===== config.mk =====
export PLATFORM = sky130hd
export DESIGN_NAME = wdog_shared_prescale
export DESIGN_NICKNAME = d
export VERILOG_FILES = /design/src/rtl/wdp_pkg.sv /design/src/rtl/wdp_ctrl.sv /design/src/rtl/wdp_datapath.sv /design/src/rtl/wdog_shared_prescale.sv
export SDC_FILE = /design/constraint.sdc
export NUM_CORES = 1
export LEC_CHECK = 0
export CAP_MARGIN = 25
export CORE_UTILIZATION = 40
export DETAILED_ROUTE_END_ITERATION = 8
export DONT_BUFFER_PORTS = 1
export PLACE_DENSITY_LB_ADDON = 0.12
export SLEW_MARGIN = 20
export SYNTH_ARGS = -nofsm -noshare
export SYNTH_HDL_FRONTEND = slang
export SYNTH_SLANG_ARGS = --single-unit

===== constraint.sdc =====
create_clock -name clk -period 3.2 [get_ports clk]
set_input_delay 0.64 -clock clk [delete_from_list [all_inputs] [get_ports clk]]
set_output_delay 0.64 -clock clk [all_outputs]
set_load 0.05 [all_outputs]

===== src/rtl/wdp_pkg.sv =====
package wdp_pkg;
  // Strobes sent by the control to the datapath
  typedef struct packed {
    logic clrBase;  // zero the base watchdog counter
    logic clrDiv;   // zero the shared divider
    logic runBase;  // base counter allowed to advance
    logic toWdt;    // divider routed behind the watchdog
  } wdpStrobe_t;
endpackage


===== src/rtl/wdp_ctrl.sv =====
module wdp_ctrl
  import wdp_pkg::*;
(
  input  logic       clk,
  input  logic       rstN,
  input  logic       clrStrobe,
  input  logic       sleepStrobe,
  input  logic       asleep,
  input  logic       wdtEnable,
  input  logic       divOwner,
  input  logic       expiryEv,
  output wdpStrobe_t strb,
  output logic       resetReq,
  output logic       wakeReq,
  output logic       expiryN
);
  logic restart;

  always_comb begin
    restart      = clrStrobe | sleepStrobe;
    strb.clrBase = restart;
    strb.clrDiv  = restart & divOwner;
    strb.runBase = wdtEnable;
    strb.toWdt   = divOwner;
  end

  always_ff @(posedge clk or negedge rstN) begin
    if (!rstN) begin
      resetReq <= 1'b0;
      wakeReq  <= 1'b0;
      expiryN  <= 1'b1;
    end else begin
      resetReq <= expiryEv & ~asleep;
      wakeReq  <= expiryEv & asleep;
      if (clrStrobe)     expiryN <= 1'b1;
      else if (expiryEv) expiryN <= 1'b0;
    end
  end

  p_req_excl_r4: assert property (@(posedge clk) disable iff (!rstN)
    !(resetReq && wakeReq));
  p_reset_pulse_r2: assert property (@(posedge clk) disable iff (!rstN)
    resetReq |=> !resetReq);
  p_wake_pulse_r4: assert property (@(posedge clk) disable iff (!rstN)
    wakeReq |=> !wakeReq);
  p_flag_low_r5: assert property (@(posedge clk) disable iff (!rstN)
    (resetReq || wakeReq) |-> !expiryN);
  p_clear_flag_r5: assert property (@(posedge clk) disable iff (!rstN)
    clrStrobe |=> expiryN);
  p_disabled_quiet_r6: assert property (@(posedge clk) disable iff (!rstN)
    !wdtEnable |=> (!resetReq && !wakeReq));
endmodule


===== src/rtl/wdp_datapath.sv =====
module wdp_datapath
  import wdp_pkg::*;
#(
  parameter int BASE_W = 8,
  parameter int DIV_W  = 8,
  parameter int RATE_W = $clog2(DIV_W)
) (
  input  logic              clk,
  input  logic              rstN,
  input  wdpStrobe_t        strb,
  input  logic              wdtTick,
  input  logic              timerSrc,
  input  logic [RATE_W-1:0] divRate,
  output logic              expiryEv,
  output logic              timerTick
);
  logic [BASE_W-1:0] baseCnt;
  logic [DIV_W-1:0]  divCnt;
  logic [DIV_W-1:0]  tapVec;
  logic              baseOvf;
  logic              divIn;
  logic              tapSel;

  // base watchdog counter, held at zero while disabled
  always_ff @(posedge clk or negedge rstN) begin
    if (!rstN)                            baseCnt <= '0;
    else if (strb.clrBase || !strb.runBase) baseCnt <= '0;
    else if (wdtTick)                     baseCnt <= baseCnt + 1'b1;
  end

  always_comb begin
    baseOvf = strb.runBase & wdtTick & ~strb.clrBase & (&baseCnt);
    divIn   = strb.toWdt ? baseOvf : timerSrc;
  end

  // shared divider count
  always_ff @(posedge clk or negedge rstN) begin
    if (!rstN)            divCnt <= '0;
    else if (strb.clrDiv) divCnt <= '0;
    else if (divIn)       divCnt <= divCnt + 1'b1;
  end

  // tap n fires on every 2^n-th divider input
  for (genvar n = 0; n < DIV_W; n++) begin : g_tap
    localparam logic [DIV_W-1:0] TapMask = (DIV_W'(1) << n) - DIV_W'(1);
    assign tapVec[n] = divIn && ((divCnt & TapMask) == TapMask);
  end

  always_comb begin
    tapSel   = tapVec[divRate];
    expiryEv = strb.toWdt ? tapSel : baseOvf;
  end

  always_ff @(posedge clk or negedge rstN) begin
    if (!rstN) timerTick <= 1'b0;
    else       timerTick <= strb.toWdt ? timerSrc : tapSel;
  end

  p_clr_base_r7: assert property (@(posedge clk) disable iff (!rstN)
    strb.clrBase |=> (baseCnt == '0));
  p_div_kept_r8: assert property (@(posedge clk) disable iff (!rstN)
    (strb.clrBase && !strb.clrDiv && !divIn) |=> $stable(divCnt));
  p_pass_through_r10: assert property (@(posedge clk) disable iff (!rstN)
    strb.toWdt |=> (timerTick == $past(timerSrc)));
  p_no_expiry_idle_r6: assert property (@(posedge clk) disable iff (!rstN)
    !strb.runBase |-> !expiryEv);
endmodule


===== src/rtl/wdog_shared_prescale.sv =====
module wdog_shared_prescale
  import wdp_pkg::*;
#(
  parameter int BASE_W = 8,
  parameter int DIV_W  = 8
) (
  input  logic       clk,
  input  logic       rstN,
  input  logic       wdtTick,
  input  logic       timerSrc,
  input  logic       clrStrobe,
  input  logic       sleepStrobe,
  input  logic       asleep,
  input  logic       wdtEnable,
  input  logic       divOwner,
  input  logic [2:0] divRate,
  output logic       resetReq,
  output logic       wakeReq,
  output logic       expiryN,
  output logic       timerTick
);
  localparam int RateW = $clog2(DIV_W);

  wdpStrobe_t strb;
  logic       expiryEv;

  wdp_ctrl u_ctrl (
    .clk(clk), .rstN(rstN), .clrStrobe(clrStrobe), .sleepStrobe(sleepStrobe),
    .asleep(asleep), .wdtEnable(wdtEnable), .divOwner(divOwner),
    .expiryEv(expiryEv), .strb(strb), .resetReq(resetReq),
    .wakeReq(wakeReq), .expiryN(expiryN)
  );

  wdp_datapath #(.BASE_W(BASE_W), .DIV_W(DIV_W), .RATE_W(RateW)) u_dp (
    .clk(clk), .rstN(rstN), .strb(strb), .wdtTick(wdtTick),
    .timerSrc(timerSrc), .divRate(divRate[RateW-1:0]),
    .expiryEv(expiryEv), .timerTick(timerTick)
  );
endmodule


==> impl_metrics.csv, run 1 <==
group,metric,value,unit
status,outcome,"finished, final reports clean",
yosys,synth_edf_count,0,
pwr,ir_worst_vdd,225.4,uV
sta,finalClockSkew,0.005731,ns
floorplanning,die_area,0.002882,sq mm
critical_path,critPathMaxFanout,10,
critical_path,crit_type,"in -> reg",
cells_and_area,area_growth,5.620,%
clocking,cts.sinks,19,
sta,report.final.slew_viol_count,0,
clocking,root_buffer,"clkbuf_4",
yosys,syn_nets,127,
yosys,synth_area,0.001069,sq mm
detailed_routing,antenna_left,0,
yosys,yosys.cell_types.count,37,
clocking,clock_latency,0.29,ns
critical_path,critPathRequiredTime,3.37,ns
yosys,synthTopCellsByCount,"18 x dfrtp_1, 10 x nand2_1, 9 x nor2_1",
floorplanning,die_w,53.69,um
sta,fin_ws,1.355,ns
job,drv_cap,0,
yosys,yosysTopAreaCell,"dfrtp_1",
critical_path,cp-start-kind,"input port",
critical_path,path_cells,"or3b_1 > or4_4 > nor2_1 > o211ai_1",
sta,finalHoldViolations,0,
sta,setup_viol,0,
detailed_routing,drtIter0Drc,10,
pwr,p_leak,0.4651,nW
critical_path,crit_path_end_kind,"flop",
floorplanning,core_region_area,0.002500,sq mm
clocking,clk_pin_slew,0.11,ns
critical_path,cp.arrival,2.02,ns
cells_and_area,diodes,0,
sta,period_minus_slack,1.845,ns
sta,finalCritPeriodShare,57.66,%
grt,grt_usage,16.59,%
placement,place_hpwl,1461,um
placement,routabilityCongestion,0.7326,
critical_path,cp_top_family,"simple AND/OR/NAND/NOR gates",
grt,grt_pass1_wl,3298,um
detailed_routing,drtPass1Iterations,4,
grt,globalRouteOverflowTotal,0,
yosys,yosysMostFrequentCell,"dfrtp_1",
grt,antenna_found_initial,0,
sta,worst_pin_slew,0.8344,ns
sta,slew_headroom,44.19,%
cells_and_area,fin_area,0.001129,sq mm
critical_path,slowest_stage,"or3b_1",
detailed_routing,wl,2017,um
critical_path,crit_start,"sleepStrobe",
sta,tns,0,ns
detailed_routing,vias,829,
floorplanning,num_rows,18,
sta,rsz0062_at_grt,"false",
hold_path,hold_class,"in -> async",
yosys,synth_area_leaders,"dfrtp_1 42%, mux2i_1 5.6%, ha_1 4.7%",
grt,grt_pass1_vias,722,
clocking,clockBufferDepth,2,
floorplanning,die_h,53.69,um
detailed_routing,drc,0,
floorplanning,ios,16,
yosys,synth_top_cell_area_share,42.15,%
placement,post_dp_cell_area,0.001092,sq mm
yosys,yosysWarnings,0,
clocking,h-tree-depth,1,
clocking,numCtsBuffers,3,
clocking,cts_tree,"done",
critical_path,timing.critical_path.buf_inv,0,
yosys,syn_area_per_cell,9.626,sq um
yosys,async_flop_share,100.0,%
pwr,totalPowerFinal,0.4276,mW
grt,grt_max_degree,20,
pwr,power_density,378.8,mW/mm^2
cells_and_area,n_fill_cell,250,
critical_path,max_stage_delay,0.53,ns
yosys,synthCells,111,
placement,numPortBuffers,0,
cells_and_area,fin_nets,130,
detailed_routing,routed_via_density,5.797,
placement,dp_slack,1.049,ns
critical_path,reg2reg_from,"u_dp.baseCnt[0]",
yosys,ys_ff_latch,19,
sta,max_freq,0.5419,GHz
detailed_routing,wl_per_cell,14.10,um
cells_and_area,drive_gt1_share,5.310,%
floorplanning,start_util,42.74,%
yosys,synthFlopType,"dfrtp_1",
yosys,ys_seq_area_share,44.61,%
power by group:
| group | switching (mW) | leakage [nW] | internal, mW |
|---|---|---|---|
| Clock | 0.0728 | 0.0150 | 0.0485 |
| Sequential | 0.0143 | 0.253 | 0.249 |
| Combinational | 0.0244 | 0.197 | 0.0187 |
| Total | 0.111 | 0.465 | 0.316 |
kinds of logic (layout without fill, tap and decap cells):
kind of cell               Yosys count  in the layout  synth area share (%)
muxes                                6              6                 5.621
AOI/OAI and AO/OA                   23             23                 14.99
DFF                                 19             19                 44.61
xor gates and xnor gates             5              5                 4.099
adders and majority gates            4              4                 4.684
and+or+nand+nor                     44             44                 22.25
buffers and inverters               10             12                 3.747
worst reg2reg max path, cell delays in order (launching register included):
cell and delay [ns]:
dfrtp_1 0.41, ha_1 0.20, nand3_1 0.15, or4_4 0.60, nor2_1 0.21, o211ai_1 0.13
placed cells by master, fill, tap and decap left out, types with 2 or more instances in the layout:
master,Yosys,final
o211ai_1,3,3
ha_1,4,4
xor2_1,3,3
a211oi_1,4,4
and3_1,3,3
nand3_1,7,7
a311oi_1,3,3
dfrtp_1,18,18
nor2b_1,2,2
o21ai_1,2,2
xnor2_1,2,2
a21oi_1,4,4
nand2_1,10,10
or3_1,2,2
clkbuf_4,0,3
mux2i_1,6,6
nor2_1,9,9
inv_1,7,7
nand4_1,2,2
through the flow:
stage	util [%]	std cells	hold WS, ns
after floorplan	-	111	0.3444
after global placement	43.69	138	0.3448
after detailed placement	43.69	138	0.3448
after CTS	44.74	142	0.006261
after global routing	45.15	143	0.1294
final	45.15	143	0.1688
path summary, 6_finish.rpt:
kind                              endpoint  slack, ns  depth (start not counted)
max                         u_dp.divCnt[5]       1.35                          4
min                         u_ctrl.expiryN       0.17                          0
max reg2reg                 u_dp.divCnt[5]       1.37                          5
min reg2reg                u_dp.baseCnt[7]       0.56                          2
max in group asynchronous  u_dp.baseCnt[0]       1.80                          1
min in group clk           u_ctrl.resetReq       0.40                          1
cell type report:
cell class / count / area (sq um) / share of cell area, %
Multi-Input combinational cell: 82 / 551.8 / 48.89
Sequential cell: 19 / 476.7 / 42.24
Tap cell: 30 / 37.54 / 3.326
Clock buffer: 4 / 26.28 / 2.328
Inverter: 7 / 26.28 / 2.328
Timing Repair Buffer: 1 / 10.01 / 0.8869
layer usage:
metal	up-vias	GRT usage [%]	wire (um)
met4	0	5.263	17
met2	17	25.31	914
met1	393	21.15	973
met5	-	0	0
met3	2	6.780	111
li1	417	-	-
registers in the layout, indices dropped and copies added, names as in the netlist:
name	cells
u_dp.baseCnt	8
u_dp.divCnt	7
u_ctrl.expiryN	1
u_ctrl.resetReq	1
u_ctrl.wakeReq	1
u_dp.timerTick	1
what timing repair did:
action	in CTS	in global routing
resized for setup	0	0
hold buffers	0	1
setup buffers	0	0
endpoints found under the hold margin	0	18
Note: power is estimated with default switching activity, not from simulation.
==> run 2: changes to the inputs <==
==> constraint.sdc (replaced) <==
create_clock -name clk -period 1.7 [get_ports clk]
set_input_delay 0.34 -clock clk [delete_from_list [all_inputs] [get_ports clk]]
set_output_delay 0.34 -clock clk [all_outputs]
set_load 0.05 [all_outputs]
==> impl_metrics.csv, run 2 (synthesis gave the netlist of run 1 again) <==
group,metric,value,unit
floorplanning,die_w,53.69,um
pwr,power_density,664.9,mW/mm^2
grt,antenna_found_initial,0,
clocking,cts.sinks,19,
sta,period_minus_slack,1.627,ns
floorplanning,core_region_area,0.002500,sq mm
sta,slew_headroom,42.72,%
cells_and_area,n_fill_cell,236,
grt,grt_pass1_vias,858,
cells_and_area,regMostFlops,"u_dp.baseCnt",
sta,finalCritPeriodShare,95.68,%
sta,whs,0.09031,ns
detailed_routing,vias,871,
grt,grt_pass1_wl,3608,um
pwr,combPwrFrac,15.1,%
cells_and_area,fin_nets,144,
pwr,totalPowerFinal,0.8553,mW
critical_path,r2r_end,"u_ctrl.expiryN",
detailed_routing,drc,0,
sta,report.final.slew_viol_count,0,
detailed_routing,routed_via_density,5.548,
cells_and_area,fin_area,0.001286,sq mm
status,outcome,"finished, final reports clean",
detailed_routing,drtPass1Iterations,4,
critical_path,critPathMaxFanout,4,
hold_path,hold_class,"in -> reg",
clocking,numCtsBuffers,3,
cells_and_area,multi_input_area,603.1,sq um
placement,routabilityCongestion,0.7595,
detailed_routing,wl_per_cell,13.83,um
critical_path,cp.arrival,1.87,ns
clocking,clock_latency,0.30,ns
critical_path,reg2reg_from,"u_dp.baseCnt[0]",
pwr,seqPwrFrac,57.8,%
sta,max_freq,0.6148,GHz
sta,fin_ws,0.07342,ns
detailed_routing,wl,2171,um
sta,worst_pin_slew,0.8564,ns
placement,numPortBuffers,0,
clocking,clk_pin_slew,0.12,ns
detailed_routing,antenna_left,0,
critical_path,critPathRequiredTime,1.94,ns
floorplanning,ios,16,
critical_path,crit_path_end_kind,"flop",
cells_and_area,diodes,0,
pwr,intPower,0.6235,mW
critical_path,rr_worst_depth,5,
pwr,ir_worst_vdd,415.4,uV
clocking,clockBufferDepth,2,
clocking,root_buffer,"clkbuf_4",
pwr,swShare,27.10,%
pwr,clkPwrFrac,27.1,%
detailed_routing,drtIter0Drc,12,
job,drv_cap,0,
cells_and_area,final_cell_mix,"18 x dfrtp_1, 14 x buf_4, 10 x nand2_1, 8 x nor2_1, 7 x inv_1",
clocking,cts_tree,"done",
critical_path,crit_end,"u_ctrl.expiryN",
placement,dp_slack,-0.05186,ns
cells_and_area,largest_reg_flops,8,
floorplanning,die_h,53.69,um
sta,finalHoldViolations,0,
placement,post_dp_cell_area,0.001182,sq mm
floorplanning,start_util,42.74,%
critical_path,ff2ff_setup_slack,0.07,ns
critical_path,crit_type,"reg -> reg",
cells_and_area,final_common_cell,"dfrtp_1",
cells_and_area,register_area,476.7,sq um
cells_and_area,reg_top3,"u_dp.baseCnt (8), u_dp.divCnt (7)",
clocking,h-tree-depth,1,
placement,place_hpwl,1575,um
sta,finalClockSkew,0.006964,ns
cells_and_area,final_core_util,51.45,%
sta,rsz0062_at_grt,"false",
critical_path,cp-start-kind,"flop",
cells_and_area,area_growth,20.37,%
grt,grt_usage,17.49,%
sta,setup_viol,0,
critical_path,crit_start,"u_dp.baseCnt[0]",
floorplanning,die_area,0.002882,sq mm
floorplanning,num_rows,18,
pwr,p_sw,0.2318,mW
cells_and_area,drive_gt1_share,22.05,%
grt,grt_max_degree,20,
pwr,p_leak,0.5368,nW
grt,globalRouteOverflowTotal,0,
run 2: worst max-delay path: stages (launching register included):
cell and delay [ns]:
dfrtp_1 0.38, ha_2 0.22, nand3_4 0.08, or4_4 0.53
a21o_1 0.18, a31o_1 0.18
run 2: final cells by class:
cell class                      instances  area share (%)
Sequential cell                        19           37.06
Inverter                                7           2.043
Clock inverter                          1          0.3891
Timing Repair Buffer                   15           8.949
Tap cell                               30           2.918
Multi-Input combinational cell         82           46.89
Clock buffer                            3           1.751
run 2: metal layers:
metal  global-route usage [%]  up-vias  part of all wire [%]
li1                         -      442                     -
met4                    7.895        0                  0.78
met2                    26.75       19                    47
met1                    24.13      408                    49
met5                        0        -                     0
met3                    2.542        2                   4.0
run 2: stage by stage:
step	TNS, ns	cells
floorplan	0	111
global placement	0	150
detailed placement	-0.1276	150
CTS	0	155
global route	0	157
finish	0	157
run 2: power by group through the flow:
stage	registers [mW]	logic, mW	clock network, mW
6_report	0.494	0.129	0.232
2_1_floorplan	0.499	0.0679	0
3_5_place_dp	0.498	0.104	0
4_1_cts	0.489	0.116	0.246
3_3_place_gp	0.497	0.0995	0
5_1_grt	0.497	0.150	0.259
run 2: how the worst min path moves through the flow:
stage               slack [ns]  cells past startpoint              end  startpoint
finish                    0.09                      1  u_ctrl.resetReq      asleep
global route              0.07                      1  u_ctrl.resetReq      asleep
CTS                       0.08                      1  u_ctrl.resetReq      asleep
detailed placement        0.04                      0   u_ctrl.wakeReq        rstN
global placement          0.04                      0   u_ctrl.wakeReq        rstN
floorplan                 0.04                      0  u_ctrl.resetReq        rstN
run 2: timing repair:
action / 4_1_cts / 5_1_grt
setup buffers: 0 / 2
resized for setup: 3 / 7
setup endpoints to repair: 5 / 6
hold endpoints to repair: 19 / 0
hold buffers: 1 / 0
pin swaps: 0 / 3
